<file path="config.mk">
export PLATFORM = sky130hd
export DESIGN_NAME = csr_route_decoder
export DESIGN_NICKNAME = d
export VERILOG_FILES = /design/src/rtl/csr_route_pkg.sv /design/src/rtl/csr_route_classify.sv /design/src/rtl/csr_route_online_chk.sv /design/src/rtl/csr_route_hold.sv /design/src/rtl/csr_route_decoder.sv
export SDC_FILE = /design/constraint.sdc
export NUM_CORES = 1
export LEC_CHECK = 0
export ABC_CLOCK_PERIOD_IN_PS = 3560
export CORE_ASPECT_RATIO = 0.8
export CORE_MARGIN = 2
export CORE_UTILIZATION = 40
export CTS_CLUSTER_DIAMETER = 30
export DETAILED_ROUTE_END_ITERATION = 7
export GPL_ROUTABILITY_DRIVEN = 0
export PLACE_DENSITY = 0.84
export SKIP_CTS_REPAIR_TIMING = 1
export SLEW_MARGIN = 5
export SYNTH_ARGS = -nofsm -noshare
export SYNTH_HDL_FRONTEND = slang
export SYNTH_SLANG_ARGS = --single-unit
export TNS_END_PERCENT = 50
</file>
<file path="constraint.sdc">
create_clock -name clk -period 3.56 [get_ports clk]
set_clock_uncertainty 0.1 [all_clocks]
set_input_delay 0.712 -clock clk [delete_from_list [all_inputs] [get_ports clk]]
set_output_delay 0.712 -clock clk [all_outputs]
set_load 0.02 [all_outputs]
</file>
<file path="src/rtl/csr_route_pkg.sv">
package csr_route_pkg;

    localparam int ADDR_W         = 40;
    localparam int SPACE_HI       = 39;
    localparam int SPACE_LO       = 32;
    localparam int CLASS_HI       = 31;
    localparam int CLASS_LO       = 30;
    localparam int XSEL_HI        = 29;
    localparam int XSEL_LO        = 27;
    localparam int CHIP_HI        = 26;
    localparam int CHIP_LO        = 24;
    localparam int PAGE_HI        = 23;
    localparam int PAGE_LO        = 16;
    localparam int CHIP_PROC_BIT  = 2;
    localparam int PAGE_FORCE_BIT = 3;

    localparam int SPACE_W  = SPACE_HI - SPACE_LO + 1;
    localparam int XSEL_W   = XSEL_HI - XSEL_LO + 1;
    localparam int CHIP_W   = CHIP_HI - CHIP_LO + 1;
    localparam int PAGE_W   = PAGE_HI - PAGE_LO + 1;
    localparam int NUM_DEST = 1 << XSEL_W;
    localparam int FORCE_POS = PAGE_LO + PAGE_FORCE_BIT;

    typedef enum logic [1:0] {
        CL_PROC     = 2'd0,
        CL_AGENT    = 2'd1,
        CL_SYS_MC   = 2'd2,
        CL_SYS_NODE = 2'd3
    } class_e;

    typedef enum logic [1:0] {
        DEC_IGNORE = 2'd0,
        DEC_AGENT  = 2'd1,
        DEC_XBAR   = 2'd2,
        DEC_TRAP   = 2'd3
    } decision_e;

    typedef struct packed {
        decision_e          dec;
        logic [XSEL_W-1:0]  port;
        logic [ADDR_W-1:0]  addr;
        logic               trap;
    } route_t;

    function automatic logic addr_is_csr(input logic [ADDR_W-1:0] a);
        return &a[SPACE_HI:SPACE_LO];
    endfunction

    function automatic class_e addr_class(input logic [ADDR_W-1:0] a);
        return class_e'(a[CLASS_HI:CLASS_LO]);
    endfunction

    function automatic logic [XSEL_W-1:0] addr_xsel(input logic [ADDR_W-1:0] a);
        return a[XSEL_HI:XSEL_LO];
    endfunction

    function automatic logic addr_proc_page(input logic [ADDR_W-1:0] a);
        logic [CHIP_W-1:0] chip;
        chip = a[CHIP_HI:CHIP_LO];
        return chip[CHIP_PROC_BIT];
    endfunction

endpackage

</file>
<file path="src/rtl/csr_route_classify.sv">
module csr_route_classify
    import csr_route_pkg::*;
(
    input  logic [ADDR_W-1:0] addr_i,
    input  logic              req_id_i,
    output logic              csr_o,
    output class_e            cls_o,
    output logic [XSEL_W-1:0] xsel_o,
    output logic [ADDR_W-1:0] addr_o
);

    logic rewrite;

    always_comb begin
        csr_o   = addr_is_csr(addr_i);
        cls_o   = addr_class(addr_i);
        xsel_o  = addr_xsel(addr_i);
        rewrite = csr_o && (cls_o != CL_PROC) && addr_proc_page(addr_i);
        addr_o  = addr_i;
        if (rewrite) begin
            addr_o[FORCE_POS] = req_id_i;
        end
    end

endmodule

</file>
<file path="src/rtl/csr_route_online_chk.sv">
module csr_route_online_chk
    import csr_route_pkg::*;
(
    input  logic                csr_i,
    input  class_e              cls_i,
    input  logic [XSEL_W-1:0]   xsel_i,
    input  logic [NUM_DEST-1:0] mc_online_i,
    input  logic [NUM_DEST-1:0] agent_online_i,
    input  logic [XSEL_W-1:0]   inter_mc_i,
    output decision_e           dec_o,
    output logic [XSEL_W-1:0]   port_o
);

    logic mc_up;
    logic agent_up;

    always_comb begin
        mc_up    = mc_online_i[xsel_i];
        agent_up = agent_online_i[xsel_i];
        dec_o    = DEC_IGNORE;
        port_o   = '0;
        if (csr_i) begin
            unique case (cls_i)
                CL_PROC:  dec_o = DEC_IGNORE;
                CL_AGENT: dec_o = DEC_AGENT;
                CL_SYS_MC: begin
                    if (mc_up) begin
                        dec_o  = DEC_XBAR;
                        port_o = xsel_i;
                    end else begin
                        dec_o  = DEC_TRAP;
                    end
                end
                CL_SYS_NODE: begin
                    if (agent_up) begin
                        dec_o  = DEC_XBAR;
                        port_o = inter_mc_i;
                    end else begin
                        dec_o  = DEC_TRAP;
                    end
                end
                default: dec_o = DEC_IGNORE;
            endcase
        end
    end

endmodule

</file>
<file path="src/rtl/csr_route_hold.sv">
module csr_route_hold
    import csr_route_pkg::*;
(
    input  logic   clk,
    input  logic   rst,
    input  logic   in_valid,
    output logic   in_ready,
    input  route_t nxt_i,
    input  logic   out_ack,
    output logic   out_valid,
    output route_t held_o
);

    logic   vld_q;
    route_t data_q;

    assign in_ready  = !vld_q || out_ack;
    assign out_valid = vld_q;
    assign held_o    = data_q;

    always_ff @(posedge clk) begin
        if (rst) begin
            vld_q  <= 1'b0;
            data_q <= '0;
        end else if (in_valid && in_ready) begin
            vld_q  <= 1'b1;
            data_q <= nxt_i;
        end else if (out_ack) begin
            vld_q  <= 1'b0;
        end
    end

    // a decision waiting for acknowledge is neither dropped nor altered
    a_r2_hold_stable: assert property (@(posedge clk) disable iff (rst)
        (out_valid && !out_ack) |=> (out_valid && $stable(held_o)));

    // a request accepted shows up valid one cycle later
    a_r2_accept_valid: assert property (@(posedge clk) disable iff (rst)
        (in_valid && in_ready) |=> out_valid);

endmodule

</file>
<file path="src/rtl/csr_route_decoder.sv">
module csr_route_decoder
    import csr_route_pkg::*;
(
    input  logic                clk,
    input  logic                rst,
    input  logic                in_valid,
    output logic                in_ready,
    input  logic [ADDR_W-1:0]   in_addr,
    input  logic                in_req_id,
    input  logic [NUM_DEST-1:0] cfg_mc_online,
    input  logic [NUM_DEST-1:0] cfg_agent_online,
    input  logic [XSEL_W-1:0]   cfg_inter_mc,
    output logic                out_valid,
    input  logic                out_ack,
    output logic [1:0]          out_decision,
    output logic [XSEL_W-1:0]   out_port,
    output logic [ADDR_W-1:0]   out_addr,
    output logic                out_trap
);

    logic              csr;
    class_e            cls;
    logic [XSEL_W-1:0] xsel;
    logic [ADDR_W-1:0] new_addr;
    decision_e         dec;
    logic [XSEL_W-1:0] port;
    route_t            nxt;
    route_t            held;

    csr_route_classify u_classify (
        .addr_i   (in_addr),
        .req_id_i (in_req_id),
        .csr_o    (csr),
        .cls_o    (cls),
        .xsel_o   (xsel),
        .addr_o   (new_addr)
    );

    csr_route_online_chk u_online (
        .csr_i          (csr),
        .cls_i          (cls),
        .xsel_i         (xsel),
        .mc_online_i    (cfg_mc_online),
        .agent_online_i (cfg_agent_online),
        .inter_mc_i     (cfg_inter_mc),
        .dec_o          (dec),
        .port_o         (port)
    );

    always_comb begin
        nxt.dec  = dec;
        nxt.port = port;
        nxt.addr = new_addr;
        nxt.trap = (dec == DEC_TRAP);
    end

    csr_route_hold u_hold (
        .clk       (clk),
        .rst       (rst),
        .in_valid  (in_valid),
        .in_ready  (in_ready),
        .nxt_i     (nxt),
        .out_ack   (out_ack),
        .out_valid (out_valid),
        .held_o    (held)
    );

    assign out_decision = held.dec;
    assign out_port     = held.port;
    assign out_addr     = held.addr;
    assign out_trap     = held.trap;

    // addresses outside CSR space are never forwarded nor trapped
    a_r3_noncsr_ignored: assert property (@(posedge clk) disable iff (rst)
        (in_valid && in_ready && !(&in_addr[SPACE_HI:SPACE_LO]))
        |=> (out_decision == 2'd0 && !out_trap));

    // processor-local requests pass untouched and never trap
    a_r4_local_untouched: assert property (@(posedge clk) disable iff (rst)
        (in_valid && in_ready && (&in_addr[SPACE_HI:SPACE_LO])
         && in_addr[CLASS_HI:CLASS_LO] == 2'd0)
        |=> (out_addr == $past(in_addr) && !out_trap && out_decision == 2'd0));

    // agent-local requests never go to the crossbar
    a_r5_agent_stays: assert property (@(posedge clk) disable iff (rst)
        (in_valid && in_ready && (&in_addr[SPACE_HI:SPACE_LO])
         && in_addr[CLASS_HI:CLASS_LO] == 2'd1)
        |=> (out_decision == 2'd1 && !out_trap));

    // only the forced page bit may differ from the request address
    a_r10_other_bits_kept: assert property (@(posedge clk) disable iff (rst)
        (in_valid && in_ready)
        |=> (out_addr[ADDR_W-1:FORCE_POS+1] == $past(in_addr[ADDR_W-1:FORCE_POS+1])
             && out_addr[FORCE_POS-1:0] == $past(in_addr[FORCE_POS-1:0])));

    // a trap is never paired with a crossbar port
    a_r7_trap_no_port: assert property (@(posedge clk) disable iff (rst)
        (out_valid && out_trap) |-> (out_port == '0 && out_decision == 2'd3));

endmodule

</file>
==> results.ini <==
[clocking]
tritoncts.num_buffers=5
cts.htree.levels=2
clkLatencyLatePin_ns=0.29
clock_sink_count=47
clock-root-buffer=sky130_fd_sc_hd__clkbuf_8
cts_tree=yes
clk_pin_slew_ns=0.08
cts_max_path_buffers=2

[place]
buffer_ports.inserted=111
numPlacedInstances=387
placedInstanceArea_um2=3020
place_hpwl_um=3810

[floorplan]
dieWidth_um=80.9
fp.dieArea_um2=5300
fp-row-count=22
ioPinCount=112
coreArea_um2=4570
die-height_um=65.5
initial_util_pct=41.4

[critical_path]
worst_setup_path_end_kind=primary output
r2r_start=u_hold.out_valid
worstSetupEndpoint=in_ready
timing.critical_path.mode_cell=sky130_fd_sc_hd__clkdlybuf4s50_1
timing.critical_path.slowest_cell_delay_ns=0.63
crit_path_max_fanout=4
r2r-end=u_hold.held_o[7]
cell_by_cell_listing_of_the_critical_path=clkdlybuf4s50_1 -> nand2b_1 -> clkdlybuf4s50_1
crit_required_ns=2.75
arrival_ns=1.98
setup.worst_path.start_class=input pin
r2r_slack_ns=1.86
worstSetupPathType=input pin to primary output
cpMaxStageDelayCell=sky130_fd_sc_hd__clkdlybuf4s50_1
worst_setup_path_startpoint=out_ack
timing.reg2reg.worst_path_depth=5

[route]
postRouteWirelength_um=5040
detailedRoute.firstPassIterationCount=4
detailedRoute.firstIterationViolations=76
detailroute.via_count=1928
routed_via_density=4.88
drc=0
antenna_violating_nets_post_route=0
routed_wire_length_per_instance_um=12.8

[status]
outcome=finished clean

[sta]
final-setup-viol-count=0
fmaxAchievable_ghz=0.358
min_period_over_period_pct=78.4
final-max-slew-violation-count=0
rsz0062_at_grt=false
worst-slew-pin-transition_ns=0.833
slew_headroom_pct=44.5
final_hold_viol_count=0
timing.final.crit_period_ns=2.79
tns_ns=0

[power]
power_switching_mw=0.288
p_leak_nw=1.16
share_seq_of_total_power_pct=50.8
power_per_cell_area_nw_per_um2=360
power.switching_fraction_pct=25.8
pwr-share-clk_pct=26.7
p_comb_share_pct=22.5
report.power.total_mw=1.11
ir_drop_mv=0.207
internal_power_mw=0.827

[layout]
antenna_cells_inserted=0
fillCellCount=382
area_of_the_multi_input_gates_um2=863
sequential_cell_area_um2=941
fraction_of_layout_cells_with_a_size_suffix_above_1_pct=5.07
finish.utilization_pct=67.8
layout_commonest_cell=sky130_fd_sc_hd__clkdlybuf4s50_1
design.final.nets=398
areaGrowthSynthToFinish_pct=63.7
post-route-cell-area_um2=3100
fin_cells=395
layout_common_cells=110 x sky130_fd_sc_hd__clkdlybuf4s50_1, 83 x sky130_fd_sc_hd__nand2_1, 47 x sky130_fd_sc_hd__dfxtp_1

[yosys]
yosysUniqueCellTypes=30
synthArstFlopShare_pct=0
synth_cells=230
ys_dominant_reg_cell=sky130_fd_sc_hd__dfxtp_1
edff_count_synth=0
average_instance_area_after_synthesis_um2=8.23
number_of_storage_elements_in_the_synthesis_netlist=47
synth_fp_nets=294
syn-cell-area_um2=1890
seq_area_frac_synth_pct=49.7
synth.yosys.warnings=0

[global_routing]
first_global_vias=1858
globalRouteTotalUtil_pct=19.5
antenna_found_initial=0
grt.overflow.total=0
grt_first_pass_wirelength_um=7890
grt_start_max_net_pins=47

[hold_path]
worst_hold_path_type=register to register

[flow_run]
timing.max_cap.violations=0

==> final cells by class <==
type,count,area share (%)
Clock buffer,7,2.46
Sequential cell,47,30.4
Multi-Input combinational cell,164,27.9
Clock inverter,1,0.162
Tap cell,60,2.42
Inverter,2,0.242
Timing Repair Buffer,114,36.4
==> power groups by stage <==
stage,logic (mW),clock network (mW),registers [mW]
floorplan,0.0781,0,0.611
global placement,0.249,0,0.577
detailed placement,0.252,0,0.578
CTS,0.253,0.313,0.566
global route,0.272,0.330,0.569
finish,0.251,0.298,0.566
==> flip-flops by register name, indices dropped and copies added (netlist names) <==
name	flops
u_hold.held_o	46
u_hold.out_valid	1
==> worst min-delay path by stage <==
stage                            from                 to  slack [ns]  depth (start not counted)
floorplan           u_hold.held_o[44]  u_hold.held_o[44]        0.43                          2
global placement    u_hold.held_o[43]  u_hold.held_o[43]        0.34                          2
detailed placement  u_hold.held_o[38]  u_hold.held_o[38]        0.35                          2
CTS                 u_hold.held_o[38]  u_hold.held_o[38]        0.36                          2
global route        u_hold.held_o[28]  u_hold.held_o[28]        0.38                          2
finish              u_hold.held_o[38]  u_hold.held_o[38]        0.35                          2
==> worst max-delay path: cells and delay by family <==
kind / cells / cell delay, ns
buffers and inverters: 2 / 1.09
AND/OR/NAND/NOR: 1 / 0.18
==> Yosys cell counts, drive strengths merged (2+ instances only) <==
| master | n | area (µm²) |
|---|---|---|
| buf | 4 | 31.3 |
| mux4 | 3 | 75.1 |
| nand4 | 2 | 12.5 |
| nand2 | 84 | 318 |
| nor2 | 6 | 25.0 |
| mux2i | 6 | 60.1 |
| dfxtp | 47 | 941 |
| a32oi | 2 | 17.5 |
| clkbuf | 13 | 48.8 |
| a21oi | 43 | 215 |
| nand3 | 5 | 25.0 |
| inv | 2 | 7.51 |
==> kinds of logic (layout without fill, tap and decap cells) <==
kind of cell / Yosys count / count (layout) / synth area share (%)
and+or+nand+nor: 104 / 104 / 22.7
AOI/OAI and AO/OA: 50 / 50 / 15.2
DFF: 47 / 47 / 49.7
muxes: 10 / 10 / 7.74
buffers and inverters: 19 / 124 / 4.63
==> per-stage QoR <==
step | hold slack, ns | setup slack (ns)
after floorplan | 0.430 | 1.28
after global placement | 0.340 | 0.619
after detailed placement | 0.346 | 0.611
after CTS | 0.357 | 0.772
after global routing | 0.380 | 0.734
final | 0.355 | 0.770
==> metal layers <==
layer	track usage, %	share of wire (%)	up-vias
li1	-	-	976
met4	6.99	1.1	0
met2	34.2	47	78
met1	22.0	42	869
met5	0	0	-
met3	6.46	10	5
Power figures use the tool's default switching activity.
